[src/rtl/alu_ctl_pkg.sv]
package alu_ctl_pkg;
  localparam int N_INT_ROWS = 15;
  localparam int N_DP_ROWS  = 16;
  localparam int N_ROWS     = N_INT_ROWS + N_DP_ROWS;

  typedef enum logic [1:0] {CM_ZERO = 2'd0, CM_ONE = 2'd1, CM_PASS = 2'd2} cmode_e;

  typedef struct packed {
    logic [3:0] fn;
    logic       chain;
    cmode_e     cmode;
    logic       cmp_n;
    logic       psr;
    logic       arith;
  } ctl_t;

  localparam int CTL_W = $bits(ctl_t);

  localparam logic [3:0] OP_SUB = 4'b0010;
  localparam logic [3:0] OP_RSB = 4'b0011;
  localparam logic [3:0] OP_ADD = 4'b0100;
  localparam logic [3:0] OP_MOV = 4'b1101;

  function automatic ctl_t mk_int(logic [3:0] fn, logic chain, cmode_e cm);
    ctl_t w;
    w.fn = fn; w.chain = chain; w.cmode = cm;
    w.cmp_n = 1'b1; w.psr = 1'b0; w.arith = 1'b0;
    return w;
  endfunction

  // Control word for decode row r; rows at and above N_INT_ROWS are opcodes.
  function automatic ctl_t row_word(int r);
    ctl_t w;
    logic [3:0] op;
    if (r >= N_INT_ROWS) begin
      op      = 4'(r - N_INT_ROWS);
      w.fn    = op;
      w.psr   = 1'b1;
      w.cmp_n = (op[3:2] != 2'b10);
      w.arith = (op inside {[4'd2:4'd7], 4'd10, 4'd11});
      w.chain = w.arith;
      case (op)
        4'd2, 4'd3, 4'd10:  w.cmode = CM_ONE;
        4'd5, 4'd6, 4'd7:   w.cmode = CM_PASS;
        default:            w.cmode = CM_ZERO;
      endcase
    end else begin
      case (r)
        0, 2, 9, 12, 14: w = mk_int(OP_ADD, 1'b1, CM_ZERO);
        3, 8, 11:        w = mk_int(OP_SUB, 1'b1, CM_ONE);
        4:               w = mk_int(OP_ADD, 1'b1, CM_ONE);
        5:               w = mk_int(OP_RSB, 1'b1, CM_ZERO);
        6, 7:            w = mk_int(OP_MOV, 1'b1, CM_ONE);
        13:              w = mk_int(OP_RSB, 1'b1, CM_ONE);
        default:         w = mk_int(OP_MOV, 1'b0, CM_ZERO);
      endcase
    end
    return w;
  endfunction
endpackage

[src/rtl/alu_ctl_rowdec.sv]
module alu_ctl_rowdec
  import alu_ctl_pkg::*;
#(
  parameter int CMD_W = 3,
  parameter int OPC_W = 4,
  parameter int ROWS  = N_ROWS
) (
  input  logic             clk_i,
  input  logic             rst_i,
  input  logic [CMD_W-1:0] ucmd_i,
  input  logic [OPC_W-1:0] opcode_i,
  input  logic             trap_i,
  output logic [ROWS-1:0]  hot_o
);
  localparam int IDX_W = $clog2(ROWS);
  logic [IDX_W-1:0] idx;

  always_comb begin
    idx = '0;
    case (ucmd_i)
      3'b111: idx = IDX_W'(N_INT_ROWS) + IDX_W'(opcode_i);
      3'b000: idx = (opcode_i == OP_ADD) ? IDX_W'(0) : IDX_W'(1);
      3'b001: idx = opcode_i[2] ? IDX_W'(3) : IDX_W'(2);
      3'b010: idx = opcode_i[0] ? IDX_W'(5) : IDX_W'(4);
      3'b011: idx = opcode_i[2] ? IDX_W'(7) : IDX_W'(6);
      3'b100: idx = opcode_i[2] ? IDX_W'(9) : IDX_W'(8);
      3'b101: idx = trap_i ? IDX_W'(10) : (opcode_i[2] ? IDX_W'(12) : IDX_W'(11));
      3'b110: idx = trap_i ? IDX_W'(13) : IDX_W'(14);
      default: idx = '0;
    endcase
  end

  for (genvar g = 0; g < ROWS; g++) begin : g_row
    assign hot_o[g] = (idx == IDX_W'(g));
  end

  AST_ONE_ROW: assert property (@(posedge clk_i) disable iff (rst_i)
    $countones(hot_o) == 1);
endmodule

[src/rtl/alu_ctl_rom.sv]
module alu_ctl_rom
  import alu_ctl_pkg::*;
#(
  parameter int ROWS = N_ROWS
) (
  input  logic [ROWS-1:0] hot_i,
  output ctl_t            word_o
);
  logic [CTL_W-1:0] plane [ROWS];

  for (genvar g = 0; g < ROWS; g++) begin : g_plane
    localparam ctl_t ROW_W = row_word(g);
    assign plane[g] = hot_i[g] ? CTL_W'(ROW_W) : '0;
  end

  always_comb begin
    logic [CTL_W-1:0] acc;
    acc = '0;
    for (int r = 0; r < ROWS; r++) acc = acc | plane[r];
    word_o = ctl_t'(acc);
  end
endmodule

[src/rtl/alu_ctl_carry.sv]
module alu_ctl_carry
  import alu_ctl_pkg::*;
(
  input  logic   clk_i,
  input  logic   rst_i,
  input  cmode_e cmode_i,
  input  logic   carry_i,
  output logic   cin_o
);
  always_ff @(posedge clk_i) begin
    if (rst_i) cin_o <= 1'b0;
    else begin
      case (cmode_i)
        CM_PASS: cin_o <= carry_i;
        CM_ONE:  cin_o <= 1'b1;
        default: cin_o <= 1'b0;
      endcase
    end
  end

  AST_CIN_PASS: assert property (@(posedge clk_i) disable iff (rst_i)
    (cmode_i == CM_PASS) |=> (cin_o == $past(carry_i)));
endmodule

[src/rtl/alu_ctl.sv]
module alu_ctl
  import alu_ctl_pkg::*;
#(
  parameter int CMD_W = 3,
  parameter int OPC_W = 4
) (
  input  logic             clk_i,
  input  logic             rst_i,
  input  logic [CMD_W-1:0] ucmd_i,
  input  logic [OPC_W-1:0] opcode_i,
  input  logic             trap_i,
  input  logic             carry_i,
  output logic [3:0]       alu_fn_o,
  output logic             chain_en_o,
  output logic             carry_in_o,
  output logic             not_cmp_o,
  output logic             psr_we_o,
  output logic             arith_o
);
  localparam logic [CMD_W-1:0] CMD_DP = '1;

  logic [N_ROWS-1:0] hot;
  ctl_t              word;

  alu_ctl_rowdec #(.CMD_W(CMD_W), .OPC_W(OPC_W), .ROWS(N_ROWS)) u_rowdec (
    .clk_i(clk_i), .rst_i(rst_i), .ucmd_i(ucmd_i), .opcode_i(opcode_i),
    .trap_i(trap_i), .hot_o(hot)
  );

  alu_ctl_rom #(.ROWS(N_ROWS)) u_rom (.hot_i(hot), .word_o(word));

  alu_ctl_carry u_carry (
    .clk_i(clk_i), .rst_i(rst_i), .cmode_i(word.cmode),
    .carry_i(carry_i), .cin_o(carry_in_o)
  );

  always_ff @(posedge clk_i) begin
    if (rst_i) begin
      alu_fn_o   <= OP_MOV;
      chain_en_o <= 1'b0;
      not_cmp_o  <= 1'b1;
      psr_we_o   <= 1'b0;
      arith_o    <= 1'b0;
    end else begin
      alu_fn_o   <= word.fn;
      chain_en_o <= word.chain;
      not_cmp_o  <= word.cmp_n;
      psr_we_o   <= word.psr;
      arith_o    <= word.arith;
    end
  end

  AST_DP_FN: assert property (@(posedge clk_i) disable iff (rst_i)
    (ucmd_i == CMD_DP) |=> (alu_fn_o == $past(opcode_i)));
  AST_CMP_CLASS: assert property (@(posedge clk_i) disable iff (rst_i)
    (ucmd_i == CMD_DP && opcode_i[3:2] == 2'b10) |=> !not_cmp_o);
  AST_PSR_INTERNAL: assert property (@(posedge clk_i) disable iff (rst_i)
    (ucmd_i != CMD_DP) |=> !psr_we_o);
  AST_CIN_QUIET: assert property (@(posedge clk_i) disable iff (rst_i)
    !chain_en_o |-> !carry_in_o);
endmodule

[config.mk]
export PLATFORM = sky130hd
export DESIGN_NAME = alu_ctl
export DESIGN_NICKNAME = d
export VERILOG_FILES = /design/src/rtl/alu_ctl_pkg.sv /design/src/rtl/alu_ctl_rowdec.sv /design/src/rtl/alu_ctl_rom.sv /design/src/rtl/alu_ctl_carry.sv /design/src/rtl/alu_ctl.sv
export SDC_FILE = /design/constraint.sdc
export NUM_CORES = 1
export LEC_CHECK = 0
export BUFFER_PORTS_ARGS = -buffer_cell sky130_fd_sc_hd__buf_2
export CAP_MARGIN = 20
export CELL_PAD_IN_SITES_DETAIL_PLACEMENT = 1
export CELL_PAD_IN_SITES_GLOBAL_PLACEMENT = 1
export CORE_MARGIN = 2
export CORE_UTILIZATION = 38
export DETAILED_ROUTE_END_ITERATION = 16
export PLACE_DENSITY_LB_ADDON = 0.1
export SYNTH_ARGS = -nofsm -noshare
export SYNTH_HDL_FRONTEND = slang
export SYNTH_SLANG_ARGS = --single-unit
[constraint.sdc]
create_clock -name clk_i -period 3 [get_ports clk_i]
set_clock_uncertainty 0.1 [all_clocks]
set_input_delay 0.75 -clock clk_i [delete_from_list [all_inputs] [get_ports clk_i]]
set_output_delay 0.75 -clock clk_i [all_outputs]
set_load 0.005 [all_outputs]
==> qor.csv, run 1 <==
metric;value;unit
number of synthesized register bits;9;
startpoint types;input port;
Clk pin slew, worst setup/hold paths;0.07;ns
Worst Tran Pin Value;0.6444;ns
Leak;0.4795;nW
Critical Path RT;3.09;ns
Top FF cell, synth;dfxtp_1;
maximum vdd drop;0.0002562;V
number of global-route vias before repair;943;
Hold Buf Count CTS;0;
drt initial violations;13;
pin count of the biggest net entering global routing;17;
PwrDens;350.8;mW/mm²
Placer Congestion;0.8230;
Synth top area share;0.1983;
Final Critical Period;2.782;ns
Final Cycle Share;0.9272;
Seq/Total Area, Yosys;0.1983;
RSZ-0062 raised after global routing;false;
syn avg cell area;7.764;µm²
Async SR Flop Fraction;0;
critical path class;input port to flop;
core area;0.002233;mm²
Post-synth EDFFs;0;
cell with the most instances after synthesis;nand2_1;
DR vias;1000;
min-delay worst type;input port to flop;
top post-synthesis cells by area;dfxtp_1, ha_1, nand2_1;
die height;52.89;µm
post-route ant nets;0;
WHS;0.6711;ns
Worst EP arrival;2.87;ns
buffers added on ports;19;
status;complete, no violations;
initial antenna violation count;0;
fillers;286;
nets;160;
first drt pass iteration count;4;
Synth Instances;117;
drt drc;0;
CTS buffer count;3;
synth cell count leaders;nand2_1, dfxtp_1, nor2_1;
Fin. Hold Viols;0;
GRT Util Overall;0.2205;
Resize count post-CTS;0;
WL/cell;15.90;µm
Tot Pwr;392.4;µW
CTS tree;done;
row count;17;
post-synth top area cell;dfxtp_1;
CP max FO;4;
Routed Wire Length;2.751;mm
Remaining Overflow, GRT;0;
cell area after synthesis;908.4;µm²
first-pass GRT wire length;4.498;mm
max cap viols;0;
WHS Path Cells;3;
Post-CTS Setup Inserts;0;
H-tree lvl count;1;
YS warnings;0;
max-slew violations;0;
DR vias/cell;5.780;
antenna cells;0;
die area;0.002797;mm²
Max Root-Sink Buffers;2;
area grow syn2layout;23.14;%
Root Buffer;clkbuf_4;
crit end category;flop;
Netlist cell types;53;
relative slew slack;0.5678;
Final setup viols;0;
Fmax achieved;359.5;MHz
layout cell share with drive strength beyond 1;0.3172;
initial core utilization;0.4067;
Syn Nets;131;
Die Span X;52.89;µm
IO Count;20;
HPWL after detailed placement;2.233;mm
clock tree sinks;9;
## flip-flops by register name (all words and copies together) (netlist names)
signal         flops
u_carry.cin_o      1
chain_en_o         1
alu_fn_o           4
psr_we_o           1
not_cmp_o          1
arith_o            1
## per-layer routing
layer,global-route usage,vias to the layer above,part of all wire
met5,0,-,0
met4,0.05128,0,0.0062
met3,0.03390,2,0.027
met2,0.3875,21,0.51
met1,0.2799,483,0.45
li1,-,494,-
## kinds of logic after synthesis
kind of cell    synth area share
mux                      0.02204
simple gates              0.2824
xor+xnor                 0.01929
buf+inv                  0.08541
fa+ha+maj                0.04133
flops                     0.1983
compound gates            0.3513
## critical path, cell delays in order
cell and delay, ns:
buf_2 0.11, inv_1 0.06, ha_1 0.17, nand3b_1 0.11, a22o_1 0.23, a221oi_4 0.30
mux2i_1 0.27, nor2_1 0.08, o32a_1 0.34, ha_1 0.29, nor3_1 0.17
## final timing paths
kind	to	slack, ns	from
worst max-delay path	u_carry.cin_o	0.22	opcode_i[0]
worst min-delay path	u_carry.cin_o	0.67	carry_i
## layout make-up
type	instances	area [µm²]	share of cell area
Timing Repair Buffer	34	207.7	0.1857
Sequential cell	9	180.2	0.1611
Clock buffer	4	26.28	0.02349
Tap cell	28	35.03	0.03132
Multi-Input combinational cell	93	650.6	0.5817
Inverter	5	18.77	0.01678
## metrics by stage
step	worst slack (ns)	instances	utilization	TNS (ns)	instance area (µm²)
after floorplan	0.1081	117	-	0	908.4
after global placement	0.04432	169	0.4891	0	1092
after detailed placement	-0.05688	169	0.4891	-0.05688	1092
after CTS	0.2123	173	0.5008	0	1119
after global routing	0.02701	173	0.5008	0	1119
final	0.2184	173	0.5008	0	1119
## layout by cell type (no fill, tap or decap), types with 2 or more instances in the layout
cell and count:
dfxtp_1 9, o32ai_1 2, inv_1 5, nor2_1 9, o21bai_1 2, nor2b_1 2
xnor2_1 2, o22ai_1 2, o21ai_1 2, a21oi_1 6, ha_1 3, nor3_1 2
nand3_1 6, and2_1 2, clkbuf_4 3, o21ai_0 4, buf_4 15, nand2b_1 4
nand3b_1 2, buf_2 19, a31oi_1 2, nand2_1 10, mux2i_1 2
## where the power goes
| part | internal [mW] | switching [mW] |
|---|---|---|
| registers | 0.130 | 0.00184 |
| clock network | 0.0513 | 0.0445 |
| logic | 0.0739 | 0.0913 |
No activity file was read; power rests on OpenSTA's default activity.
==> run 2: changes to the inputs <==
Settings changed: ABC_AREA set to 1, CORE_MARGIN 2 to 8, CORE_UTILIZATION 38 to 37.
==> qor.csv, run 2 <==
metric;value;unit
DR vias;1215;
max reg flops;4;
Clk pin slew, worst setup/hold paths;0.07;ns
syn avg cell area;6.140;µm²
drt drc;0;
number of global-route vias before repair;1271;
cell with the most instances after synthesis;nand2_1;
Final Critical Period;2.743;ns
Die Span X;69.43;µm
number of synthesized register bits;9;
H-tree lvl count;1;
WHS;0.5876;ns
top post-synthesis cells by area;dfxtp_1, nand2_1, nor2_1;
Leak;0.6340;nW
first-pass GRT wire length;5.747;mm
Fmax achieved;364.6;MHz
Setup Total Neg Slack;0;ns
pin count of the biggest net entering global routing;12;
Final setup viols;0;
Syn Nets;186;
post-route ant nets;0;
cell area after synthesis;0.001056;mm²
CP max FO;5;
max-slew violations;0;
Max Root-Sink Buffers;2;
IO Count;20;
YS warnings;0;
synth cell count leaders;nand2_1, nor2_1, inv_1;
die area;0.004820;mm²
Synth top area share;0.1706;
commonest non-fill, non-tap cells in the layout;nand2_1, nor2_1, buf_2, inv_1, nand3_1;
DR vias/cell;5.376;
relative slew slack;0.7007;
fillers;408;
row count;19;
WL/cell;14.39;µm
initial core utilization;0.3863;
Critical Path RT;3.06;ns
Top FF cell, synth;dfxtp_1;
drt initial violations;45;
Async SR Flop Fraction;0;
post-synth top area cell;dfxtp_1;
Top reg by flops;alu_fn_o;
area of the multi-input gates;742.0;µm²
first drt pass iteration count;4;
GRT Util Overall;0.1392;
Reg area;180.2;µm²
RSZ-0062 raised after global routing;false;
Final Cycle Share;0.9143;
most common cell after layout, fill and taps aside;nand2_1;
CTS tree;done;
Post-CTS Setup Inserts;0;
critical path class;input port to flop;
min-delay worst type;input port to flop;
crit end category;flop;
Root Buffer;clkbuf_4;
area grow syn2layout;14.10;%
layout cell share with drive strength beyond 1;0.2974;
Worst Tran Pin Value;0.4449;ns
core area;0.002734;mm²
CTS buffer count;3;
Post-synth EDFFs;0;
Routed Wire Length;3.252;mm
max cap viols;0;
Resize count post-CTS;0;
initial antenna violation count;0;
Worst EP arrival;2.80;ns
buffers added on ports;19;
Placer Congestion;0.9701;
Fin. Hold Viols;0;
clock tree sinks;9;
status;complete, no violations;
startpoint types;input port;
nets;210;
Remaining Overflow, GRT;0;
Hold Buf Count CTS;0;
maximum vdd drop;0.0002515;V
Synth Instances;172;
Netlist cell types;31;
Util after Layout;0.4407;
antenna cells;0;
Seq/Total Area, Yosys;0.1706;
die height;69.43;µm
HPWL after detailed placement;2.794;mm
PwrDens;332.7;mW/mm²
-- run 2: area by class of cell --
| class | instances | share of cell area |
|---|---|---|
| timing repair buffer | 22 | 0.09761 |
| inverter | 26 | 0.08307 |
| sequential | 9 | 0.1495 |
| tap | 31 | 0.03219 |
| clock buffer | 4 | 0.02181 |
| multi-input combinational | 134 | 0.6158 |
-- run 2: final timing paths --
kind / from / endpoint / depth (start not counted)
max: opcode_i[0] / u_carry.cin_o / 17
min: rst_i / alu_fn_o[1] / 2
-- run 2: metal layers --
layer  global-route usage  part of all wire  vias up
li1                     -                 -      605
met5                    0                 0        -
met4              0.03872             0.013        0
met2               0.2141              0.44       33
met3              0.03433             0.073        6
met1               0.1859              0.48      571
-- run 2: cell families after synthesis --
family	count (synthesis)	share of synthesized area
adders and majority gates	3	0.03555
AOI/OAI and AO/OA	19	0.1185
buffers and inverters	29	0.1268
DFF	9	0.1706
and+or+nand+nor	112	0.5486
-- run 2: critical path: stages --
cell	delay (ns)
buf_2	0.13
inv_1	0.09
ha_1	0.20
nand3_1	0.09
nand3_1	0.18
nand3_1	0.12
nor2_2	0.16
nand3_2	0.13
nand3_1	0.13
nand2_1	0.08
nor3_2	0.21
inv_2	0.04
ha_1	0.19
a21oi_1	0.13
nor2_1	0.07
nand2_1	0.06
inv_1	0.04
-- run 2: power by group --
part | switching (mW) | internal [mW]
Clock | 0.0444 | 0.0513
Combinational | 0.112 | 0.0592
Sequential | 0.00227 | 0.132
Total | 0.159 | 0.242
-- run 2: stage by stage --
step	setup slack [ns]	instance area, µm²	std cells	power [mW]
after global placement	0.06154	1179	222	0.3049
after detailed placement	-0.02652	1179	222	0.3084
after global routing	0.09225	1205	226	0.4337
final	0.2571	1205	226	0.4008
after CTS	0.2344	1205	226	0.4034
after floorplan	0.4834	1056	172	0.2558
